**config.mk**
```make
export PLATFORM = sky130hd
export DESIGN_NAME = trapeval_unit
export DESIGN_NICKNAME = d
export VERILOG_FILES = /design/src/rtl/trapeval_pkg.sv /design/src/rtl/trapeval_opsel.sv /design/src/rtl/trapeval_cmp.sv /design/src/rtl/trapeval_cond.sv /design/src/rtl/trapeval_unit.sv
export SDC_FILE = /design/constraint.sdc
export NUM_CORES = 1
export LEC_CHECK = 0
export BUFFER_PORTS_ARGS = -buffer_cell sky130_fd_sc_hd__clkbuf_2
export CORE_MARGIN = 10
export CORE_UTILIZATION = 35
export CTS_CLUSTER_DIAMETER = 30
export DETAILED_ROUTE_END_ITERATION = 8
export PLACE_DENSITY = 0.6
export SETUP_SLACK_MARGIN = 0.3
export SLEW_MARGIN = 0
export SYNTH_ARGS = -nofsm -noshare
export SYNTH_HDL_FRONTEND = slang
export SYNTH_SLANG_ARGS = --single-unit
export TNS_END_PERCENT = 5
```
**constraint.sdc**
```tcl
create_clock -name clk -period 3.7 [get_ports clk]
set_input_delay 0.185 -clock clk [delete_from_list [all_inputs] [get_ports clk]]
set_output_delay 0.185 -clock clk [all_outputs]
set_load 0.005 [all_outputs]
```
**src/rtl/trapeval_pkg.sv**
```systemverilog
package trapeval_pkg;
  localparam int SEL_W = 3;

  typedef enum logic [SEL_W-1:0] {
    COND_SGE  = 3'd0,
    COND_UGE  = 3'd1,
    COND_SLT  = 3'd2,
    COND_ULT  = 3'd3,
    COND_EQ   = 3'd4,
    COND_RSV5 = 3'd5,
    COND_NE   = 3'd6,
    COND_RSV7 = 3'd7
  } cond_e;

  typedef struct packed {
    logic eq;
    logic lt_s;
    logic lt_u;
  } rel_t;
endpackage

```
**src/rtl/trapeval_opsel.sv**
```systemverilog
module trapeval_opsel #(
  parameter int DATA_W = 32,
  parameter int IMM_W  = 16
) (
  input  logic              form_imm,
  input  logic [DATA_W-1:0] rt_val,
  input  logic [IMM_W-1:0]  imm_val,
  output logic [DATA_W-1:0] opnd_b
);
  localparam int EXT_W = DATA_W - IMM_W;

  logic [DATA_W-1:0] imm_ext;

  generate
    if (EXT_W > 0) begin : g_ext
      assign imm_ext = {{EXT_W{imm_val[IMM_W-1]}}, imm_val};
    end else begin : g_noext
      assign imm_ext = imm_val[DATA_W-1:0];
    end
  endgenerate

  assign opnd_b = form_imm ? imm_ext : rt_val;
endmodule

```
**src/rtl/trapeval_cmp.sv**
```systemverilog
module trapeval_cmp
  import trapeval_pkg::*;
#(
  parameter int DATA_W = 32
) (
  input  logic [DATA_W-1:0] opnd_a,
  input  logic [DATA_W-1:0] opnd_b,
  output rel_t              rel
);
  localparam int MSB = DATA_W - 1;

  logic [DATA_W:0] diff;

  // One subtractor gives the borrow for the unsigned order. The sign bits
  // then fold that borrow into the signed order.
  assign diff     = {1'b0, opnd_a} - {1'b0, opnd_b};
  assign rel.lt_u = diff[DATA_W];
  assign rel.lt_s = diff[DATA_W] ^ opnd_a[MSB] ^ opnd_b[MSB];
  assign rel.eq   = (diff[DATA_W-1:0] == '0);

  // equal operands are never ordered below one another
  always_comb begin
    assert_eq_excl_R6: assert (!(rel.eq && (rel.lt_s || rel.lt_u)));
  end
endmodule

```
**src/rtl/trapeval_cond.sv**
```systemverilog
module trapeval_cond
  import trapeval_pkg::*;
(
  input  logic [SEL_W-1:0] cond_sel,
  input  rel_t             rel,
  output logic             hit,
  output logic             illegal
);
  always_comb begin
    hit     = 1'b0;
    illegal = 1'b0;
    case (cond_e'(cond_sel))
      COND_SGE: hit = ~rel.lt_s;
      COND_UGE: hit = ~rel.lt_u;
      COND_SLT: hit = rel.lt_s;
      COND_ULT: hit = rel.lt_u;
      COND_EQ:  hit = rel.eq;
      COND_NE:  hit = ~rel.eq;
      default:  illegal = 1'b1;
    endcase
  end

  // the reserved selectors never produce a condition hit
  always_comb begin
    assert_rsv_nohit_R8: assert (!(illegal && hit));
  end
endmodule

```
**src/rtl/trapeval_unit.sv**
```systemverilog
module trapeval_unit
  import trapeval_pkg::*;
#(
  parameter int DATA_W = 32,
  parameter int IMM_W  = 16
) (
  input  logic              clk,
  input  logic              rst,
  input  logic              instr_valid,
  input  logic              form_imm,
  input  logic [SEL_W-1:0]  cond_sel,
  input  logic [DATA_W-1:0] rs_val,
  input  logic [DATA_W-1:0] rt_val,
  input  logic [IMM_W-1:0]  imm_val,
  output logic              trap_req,
  output logic              illegal_enc
);
  logic [DATA_W-1:0] opnd_b;
  rel_t              rel;
  logic              hit;
  logic              illegal;

  trapeval_opsel #(.DATA_W(DATA_W), .IMM_W(IMM_W)) u_opsel (
    .form_imm (form_imm),
    .rt_val   (rt_val),
    .imm_val  (imm_val),
    .opnd_b   (opnd_b)
  );

  trapeval_cmp #(.DATA_W(DATA_W)) u_cmp (
    .opnd_a (rs_val),
    .opnd_b (opnd_b),
    .rel    (rel)
  );

  trapeval_cond u_cond (
    .cond_sel (cond_sel),
    .rel      (rel),
    .hit      (hit),
    .illegal  (illegal)
  );

  always_ff @(posedge clk) begin
    if (rst) begin
      trap_req    <= 1'b0;
      illegal_enc <= 1'b0;
    end else begin
      trap_req    <= instr_valid & hit & ~illegal;
      illegal_enc <= instr_valid & illegal;
    end
  end

  // reset clears both outputs
  assert_reset_clear_R1: assert property (@(posedge clk)
    rst |=> (!trap_req && !illegal_enc));

  // an idle cycle produces no flags
  assert_idle_quiet_R9: assert property (@(posedge clk) disable iff (rst)
    !instr_valid |=> (!trap_req && !illegal_enc));

  // reserved selectors flag illegal and never trap
  assert_rsv_flag_R8: assert property (@(posedge clk) disable iff (rst)
    (instr_valid && (cond_sel == 3'd5 || cond_sel == 3'd7))
      |=> (illegal_enc && !trap_req));

  // a negative rs against a non-negative rt is always signed-less
  assert_slt_sign_R4: assert property (@(posedge clk) disable iff (rst)
    (instr_valid && !form_imm && cond_sel == 3'd2 &&
     rs_val[DATA_W-1] && !rt_val[DATA_W-1]) |=> trap_req);

  // an all-ones rs is never unsigned-less than anything
  assert_ult_top_R5: assert property (@(posedge clk) disable iff (rst)
    (instr_valid && cond_sel == 3'd3 && (&rs_val)) |=> !trap_req);
endmodule

```
==> metrics.md, run 1 <==
| Metric | Value |
|---|---|
| # rows | `31` |
| Initial antenna violation count | `0` |
| Diodes inserted | `0` |
| Setup ws final | `0.2573 ns` |
| Gr usage total | `a little over an eighth` |
| Worst Max-Slew Pin Slew | `~0.49 ns` |
| DR vias | `~3000` |
| PD cells | `219.7 nW/um2` |
| Critical setup path kind | `in -> reg` |
| Total congestion overflow | `0` |
| Pin count of the biggest net entering global routing | `18` |
| Final hold vios | `0` |
| Commonest cells after routing, fill and taps aside | `88 x clkbuf_2, 42 x ha_1, 34 x a21oi_1, 23 x nand2_1, 23 x nor2_1` |
| Area Growth Syn to Fin | `29.84%` |
| Vias in the first global route | `roughly 3000` |
| Gate count after technology mapping | `between 300 and 400` |
| Setup-failing EPs final | `0` |
| Clock H-tree levels | `1` |
| Period minus WS final | `~3.4 ns` |
| Crit path cell chain | `clkbuf_2, buf_6, mux2i_1, ha_1, a21oi_1, o21ai_0, a22oi_2, a31oi_1, a311oi_2, nand2b_1, o21ai_1, or3_1, a2111oi_4, xnor2_1, o31ai_2` |
| Share of layout cells above drive strength 1 | `between 30 and 40%` |
| Bufs on Longest Clock Path | `2` |
| Max VDD drop | `about 0.000070 V` |
| Synth Flop Type | `dfxtp_1` |
| Top cell type's share of synthesized area | `roughly 20%` |
| RSZ-0062 raised after global routing | `yes` |
| Area of the die | `between 10000 and 15000 um2` |
| Synth Cell Area | `approximately 2600 um2` |
| CTS tree | `built` |
| Final WL | `8236 um` |
| Required time of the critical path | `around 3.8 ns` |
| Pre-antenna DRT Iters | `4` |
| Chip width | `106.6 um` |
| Hold path start | `cond_sel[0]` |
| Leak pwr | `about 1.7 nW` |
| Gp weighted congestion | `roughly 0.89` |
| Clk sinks | `2` |
| Core Util, Final | `46.74%` |
| Num CTS Buffers | `3` |
| Clock slew at reported path FFs | `about 0.03 ns` |
| Max-Cap Viols | `0` |
| Initial core utilization | `between 30% and 40%` |
| Distinct cells, synth | `76` |
| Min-delay worst type | `in -> reg` |
| Critical Path Start Type | `input pin` |
| Setup WS pre-CTS | `-0.03889 ns` |
| Die Ht | `between 100 and 150 um` |
| Dpl hpwl | `~7200 um` |
| Slew margin rel. | `66.67%` |
| First-pass GRT wire length | `approximately 14000 um` |
| Hold path depth | `2` |
| Final Net Count | `between 500 and 600` |
| Crit-path max FO | `12` |
| Max Clk Rate | `a little under 0.3 GHz` |
| Setup crit end kind | `flop` |
| Area contributors post-synth | `ha_1 20%, a21oi_1 6.9%, mux2i_1 6.9%, a21o_1 5.4%, xor2_1 3.3%` |
| Slowest stage delay, CP | `between 0.3 and 0.4 ns` |
| Fin crit share | `93.05%` |
| YS warnings | `0` |
| EDFF count, synth | `0` |
| Post-CTS Setup Inserts | `0` |
| Core ar. | `roughly 7300 um2` |
| Max-slew violations | `0` |
| Register area share after synthesis | `under 10%` |
| Clock Tree Root | `clkbuf_8` |
| #FFs+latches synth | `2` |
| Synthesized net count | `around 470` |
| Wire per inst | `15.20 um` |
| Drt drc | `0` |
| Commonest non-fill, non-tap cell in the layout | `clkbuf_2` |
| Ys async rst share | `0%` |
| Hold endpoint | `trap_req` |
| Vias/cell | `5.452` |
| CP max stage cell | `a311oi_2` |
| Status | `finished clean` |
| Arrival time at the worst endpoint | `3.58 ns` |
| Final ANT Viol Nets | `0` |
| Synth Area per Inst | `between 7 and 8 um2` |
| I/O Buffers | `between 80 and 90` |
| Drt initial violations | `~100` |
| Number of I/O pins | `89` |
| Cell taking the most area after synthesis | `ha_1` |
## power by group
group	switching [mW]	total, mW	internal [mW]
Clock	0.0215	0.0907	0.0692
Combinational	0.342	0.635	0.293
Sequential	0.000227	0.0230	0.0228
Total	0.364	0.749	0.385
## flip-flops by register name, indices dropped and copies added, names as in the netlist
signal and flops:
illegal_enc 1, trap_req 1
## critical path: cells and delay by family
kind                       cells  cell delay (ns)
xor gates and xnor gates       1             0.12
AOI/OAI and AO/OA              8             1.76
buffers and inverters          2             0.37
adders and majority gates      1             0.31
and+or+nand+nor                2             0.56
muxes                          1             0.27
## cell families after synthesis
| family | synth area share, % |
|---|---|
| multiplexers | 8.579 |
| XOR/XNOR | 5.672 |
| flip-flops | 1.525 |
| buffers and inverters | 3.431 |
| AO/OA/AOI/OAI | 37.37 |
| AND/OR/NAND/NOR | 23.40 |
| adder cells (fa/ha/maj) | 20.02 |
## per-stage QoR
| step | area, um2 | total power, mW | instances | TNS, ns | hold WS (ns) |
|---|---|---|---|---|---|
| finish | 3408 | 0.7489 | 542 | 0 | 0.1971 |
| global route | 3408 | 0.8190 | 542 | -0.07576 | 0.2112 |
| CTS | 3393 | 0.7490 | 542 | 0 | 0.1932 |
| detailed placement | 3327 | 0.6438 | 539 | -0.03889 | 0.4243 |
| global placement | 3327 | 0.6394 | 539 | 0 | 0.4171 |
| floorplan | 2646 | 0.4628 | 340 | 0 | 0.2817 |
## synth_stat cells (all sizes together) (2+ instances only)
cell	count
ha	42
a21oi	41
nand2	23
nor2	23
a21o	20
mux2i	18
o21ai	15
nand3	10
xor2	10
xnor2	7
and3	6
clkbuf	6
inv	6
nand4	6
nor3	6
nor4	6
a31oi	5
buf	5
nand2b	5
nand3b	5
nor2b	5
a211oi	4
and2	4
mux2	4
o2111ai	4
a2111oi	3
a221o	3
a22oi	3
a31o	3
o21a	3
or3	3
a21boi	2
a311oi	2
and4	2
dfxtp	2
o211ai	2
o221ai	2
o2bb2ai	2
or2b	2
## area by class of cell
type	instances	area, um2
timing repair buffer	111	641.9
clock buffer	3	41.29
multi-input combinational	320	2535
sequential	2	40.04
fill	769	3884
tap	99	123.9
inverter	7	26.28
## how the worst max path moves through the flow
stage / to / slack, ns / from / depth (start not counted)
floorplan: trap_req / 0.23 / form_imm / 19
global placement: trap_req / 0.02 / form_imm / 16
detailed placement: trap_req / -0.04 / form_imm / 15
CTS: trap_req / 0.24 / form_imm / 16
global route: trap_req / -0.08 / form_imm / 17
finish: trap_req / 0.26 / form_imm / 15
## timing repair
| item | 4_1_cts | 5_1_grt |
|---|---|---|
| setup endpoints to repair | 1 | 1 |
| hold buffers | 0 | 0 |
| pin swaps | 3 | 2 |
| resized for setup | 5 | 2 |
## routing by layer
layer	global-route usage (%)	vias up	share of wire (%)
li1	-	1530	-
met1	16.52	1338	45
met2	24.41	81	48
met3	2.934	6	6.8
met4	2.418	0	0.73
met5	0	-	0
(Power assumes the default switching activity.)
==> run 2, diff against run 1 <==
--- a/config.mk
+++ b/config.mk
@@ -6,11 +6,13 @@
 export NUM_CORES = 1
 export LEC_CHECK = 0
 export BUFFER_PORTS_ARGS = -buffer_cell sky130_fd_sc_hd__clkbuf_2
+export CAP_MARGIN = 20
 export CORE_MARGIN = 10
 export CORE_UTILIZATION = 35
 export CTS_CLUSTER_DIAMETER = 30
 export DETAILED_ROUTE_END_ITERATION = 8
-export PLACE_DENSITY = 0.6
+export PLACE_DENSITY = 0.64
+export REMOVE_ABC_BUFFERS = 1
 export SETUP_SLACK_MARGIN = 0.3
 export SLEW_MARGIN = 0
 export SYNTH_ARGS = -nofsm -noshare
==> metrics.md, run 2 (same netlist as run 1, synthesis figures left out) <==
| Metric | Value |
|---|---|
| # rows | `31 (unchanged)` |
| Slowest stage delay, CP | `0.36 ns (about the same)` |
| Pin count of the biggest net entering global routing | `18 (unchanged)` |
| Fillers | `775 (+0.78%)` |
| Final ANT Viol Nets | `0 (unchanged)` |
| Pre-antenna DRT Iters | `4 (unchanged)` |
| Initial antenna violation count | `0 (unchanged)` |
| Vias in the first global route | `3208 (+5.5%)` |
| DP Area | `3428 um2 (+3.0%)` |
| Setup ws final | `0.2989 ns (+0.04156 ns)` |
| Status | `finished clean` |
| Max-Cap Viols | `0 (unchanged)` |
| Final hold vios | `0 (unchanged)` |
| Required time of the critical path | `3.83 ns (about the same)` |
| Clk sinks | `2 (unchanged)` |
| Num CTS Buffers | `3 (unchanged)` |
| Crit path cell chain | `clkbuf_2, and2_1, buf_12, buf_4, a21oi_1, ha_1, a21o_1, a21o_1, a221o_1, a21oi_1, nor2b_1, nor4_1, o2111ai_2, nor4_2, nand4_1, a2111oi_4, xnor2_1, o31ai_2` |
| Commonest cells after routing, fill and taps aside | `88 x clkbuf_2, 41 x ha_1, 37 x buf_4, 34 x a21oi_1, 23 x nand2_1` |
| Area of the die | `11360 um2 (unchanged)` |
| Core Util, Final | `48.99% (+2.2 points)` |
| Sw Ratio | `47.42% (-1.1 points)` |
| Slew margin rel. | `63.49% (-3.2 points)` |
| Die Ht | `106.6 um (unchanged)` |
| Max-slew violations | `0 (unchanged)` |
| Commonest non-fill, non-tap cell in the layout | `clkbuf_2` |
| Critical setup path kind | `in -> reg` |
| Worst Max-Slew Pin Slew | `0.5419 ns (+0.04721 ns)` |
| Setup WS pre-CTS | `-0.1017 ns (-0.06278 ns)` |
| Number of I/O pins | `89 (unchanged)` |
| Met3 usage | `2.635% (-0.30 points)` |
| Critical path buffer and inverter count | `3 (+1)` |
| Initial core utilization | `36.00% (unchanged)` |
| Clock Tree Root | `clkbuf_8` |
| Met1 Use GR | `17.32% (+0.80 points)` |
| First-pass GRT wire length | `14280 um (+4.6%)` |
| Max VDD drop | `0.00009332 V (+34%)` |
| CP max stage cell | `a221o_1` |
| DR vias | `3019 (+2.2%)` |
| Sequential cell area | `40.04 um2 (unchanged)` |
| Critical Path Start Type | `input pin` |
| Setup-failing EPs final | `0 (unchanged)` |
| Crit-path max FO | `11 (-1)` |
| Clock H-tree levels | `1 (unchanged)` |
| Max Clk Rate | `0.2940 GHz (+1.2%)` |
| Combinational power share | `86.0% (+1.2 points)` |
| Total congestion overflow | `0 (unchanged)` |
| Chip width | `106.6 um (unchanged)` |
| Period minus WS final | `3.401 ns (-0.04156 ns)` |
| Bufs on Longest Clock Path | `2 (unchanged)` |
| Hold path depth | `2 (unchanged)` |
| Drt drc | `0 (unchanged)` |
| Dpl hpwl | `7520 um (+3.8%)` |
| Final Net Count | `591 (+3.0%)` |
| GR peak layer | `met2` |
| PD cells | `218.6 nW/um2 (-0.52%)` |
| Core ar. | `7292 um2 (unchanged)` |
| CTS tree | `built` |
| Share of layout cells above drive strength 1 | `38.26% (+3.7 points)` |
| Vias/cell | `5.401 (-0.94%)` |
| Hold path start | `cond_sel[0]` |
| Top Registers | `illegal_enc: 1 flops, trap_req: 1 flops` |
| Multi-input logic area | `2562 um2 (+1.1%)` |
| Worst path top cell family by delay | `compound AO/OA/AOI/OAI gates` |
| RSZ-0062 raised after global routing | `yes` |
| Sw power | `370.3 uW (+1.8%)` |
| Reg power frac | `3.0% (about the same)` |
| Diodes inserted | `0 (unchanged)` |
| Min-delay worst type | `in -> reg` |
| I/O Buffers | `88 (unchanged)` |
| Final WL | `8497 um (+3.2%)` |
| Drt initial violations | `98 (-1.0%)` |
| Wire per inst | `15.20 um (about the same)` |
| Gr usage total | `14.39% (+0.72 points)` |
| Arrival time at the worst endpoint | `3.53 ns (-0.05 ns)` |
| Clock network fraction of design power | `11.0% (-1.1 points)` |
| Leak pwr | `1.741 nW (+5.2%)` |
| Grt met2 use | `26.16% (+1.8 points)` |
| Clock slew at reported path FFs | `0.03 ns (about the same)` |
| Fin crit share | `91.92% (-1.1 points)` |
| Final Cell Area | `3572 um2 (+4.8%)` |
| # hold bufs at CTS | `0 (unchanged)` |
| Hold endpoint | `trap_req` |
| Cell internal pwr | `410.6 uW (+6.6%)` |
| Gp weighted congestion | `0.8942 (+0.44%)` |
| Setup crit end kind | `flop` |
| Area Growth Syn to Fin | `36.08%` |
-- run 2: cell types whose count changed in the layout (fill, tap and decap cells not counted), moves of 2 or more --
cell | previous run | this run
buf_4 | 20 | 37
mux2i_1 | 17 | 15
mux2i_4 | 0 | 2
o21ai_0 | 11 | 9
o21ai_1 | 2 | 4
-- run 2: per-layer routing --
metal	vias up	routed length [um]
met1	1355	3735
met3	12	519
li1	1563	-
met4	0	132
met5	-	0
met2	89	4109
-- run 2: power by group through the flow --
stage                     combinational, mW  sequential [mW]  clock, mW
after detailed placement              0.646           0.0233          0
after global routing                  0.742           0.0232     0.0902
after CTS                             0.662           0.0231     0.0880
final                                 0.672           0.0231     0.0859
after global placement                0.638           0.0233          0
after floorplan                       0.424           0.0235          0
-- run 2: timing repair --
action,in CTS,in global routing
buffers inserted,3,0
gates resized for setup,9,10
cloned,0,0
pin swaps,5,5
endpoints found under the setup margin,1,1
-- run 2: how the worst max path moves through the flow --
stage                startpoint       end  cells after the start
floorplan           imm_val[15]  trap_req                     15
global placement       form_imm  trap_req                     16
detailed placement     form_imm  trap_req                     15
CTS                    form_imm  trap_req                     16
global route           form_imm  trap_req                     16
finish                 form_imm  trap_req                     18
-- run 2: through the flow --
step           cells  hold slack [ns]  power [mW]  TNS [ns]
3_5_place_dp     553           0.4189      0.6693   -0.1017
2_1_floorplan    329           0.2817      0.4478         0
5_1_grt          559           0.2154      0.8551         0
4_1_cts          559           0.1999      0.7736         0
6_report         559           0.2019      0.7809         0
3_3_place_gp     553           0.4165      0.6610  -0.03579
-- run 2: cell type report --
class                   instances  share of cell area, %
clock buffers                   3                  1.156
well taps                      99                  3.468
multi-input cells             320                  71.73
inverters                       7                 0.7356
flip-flops and latches          2                  1.121
repair buffers                128                  21.79
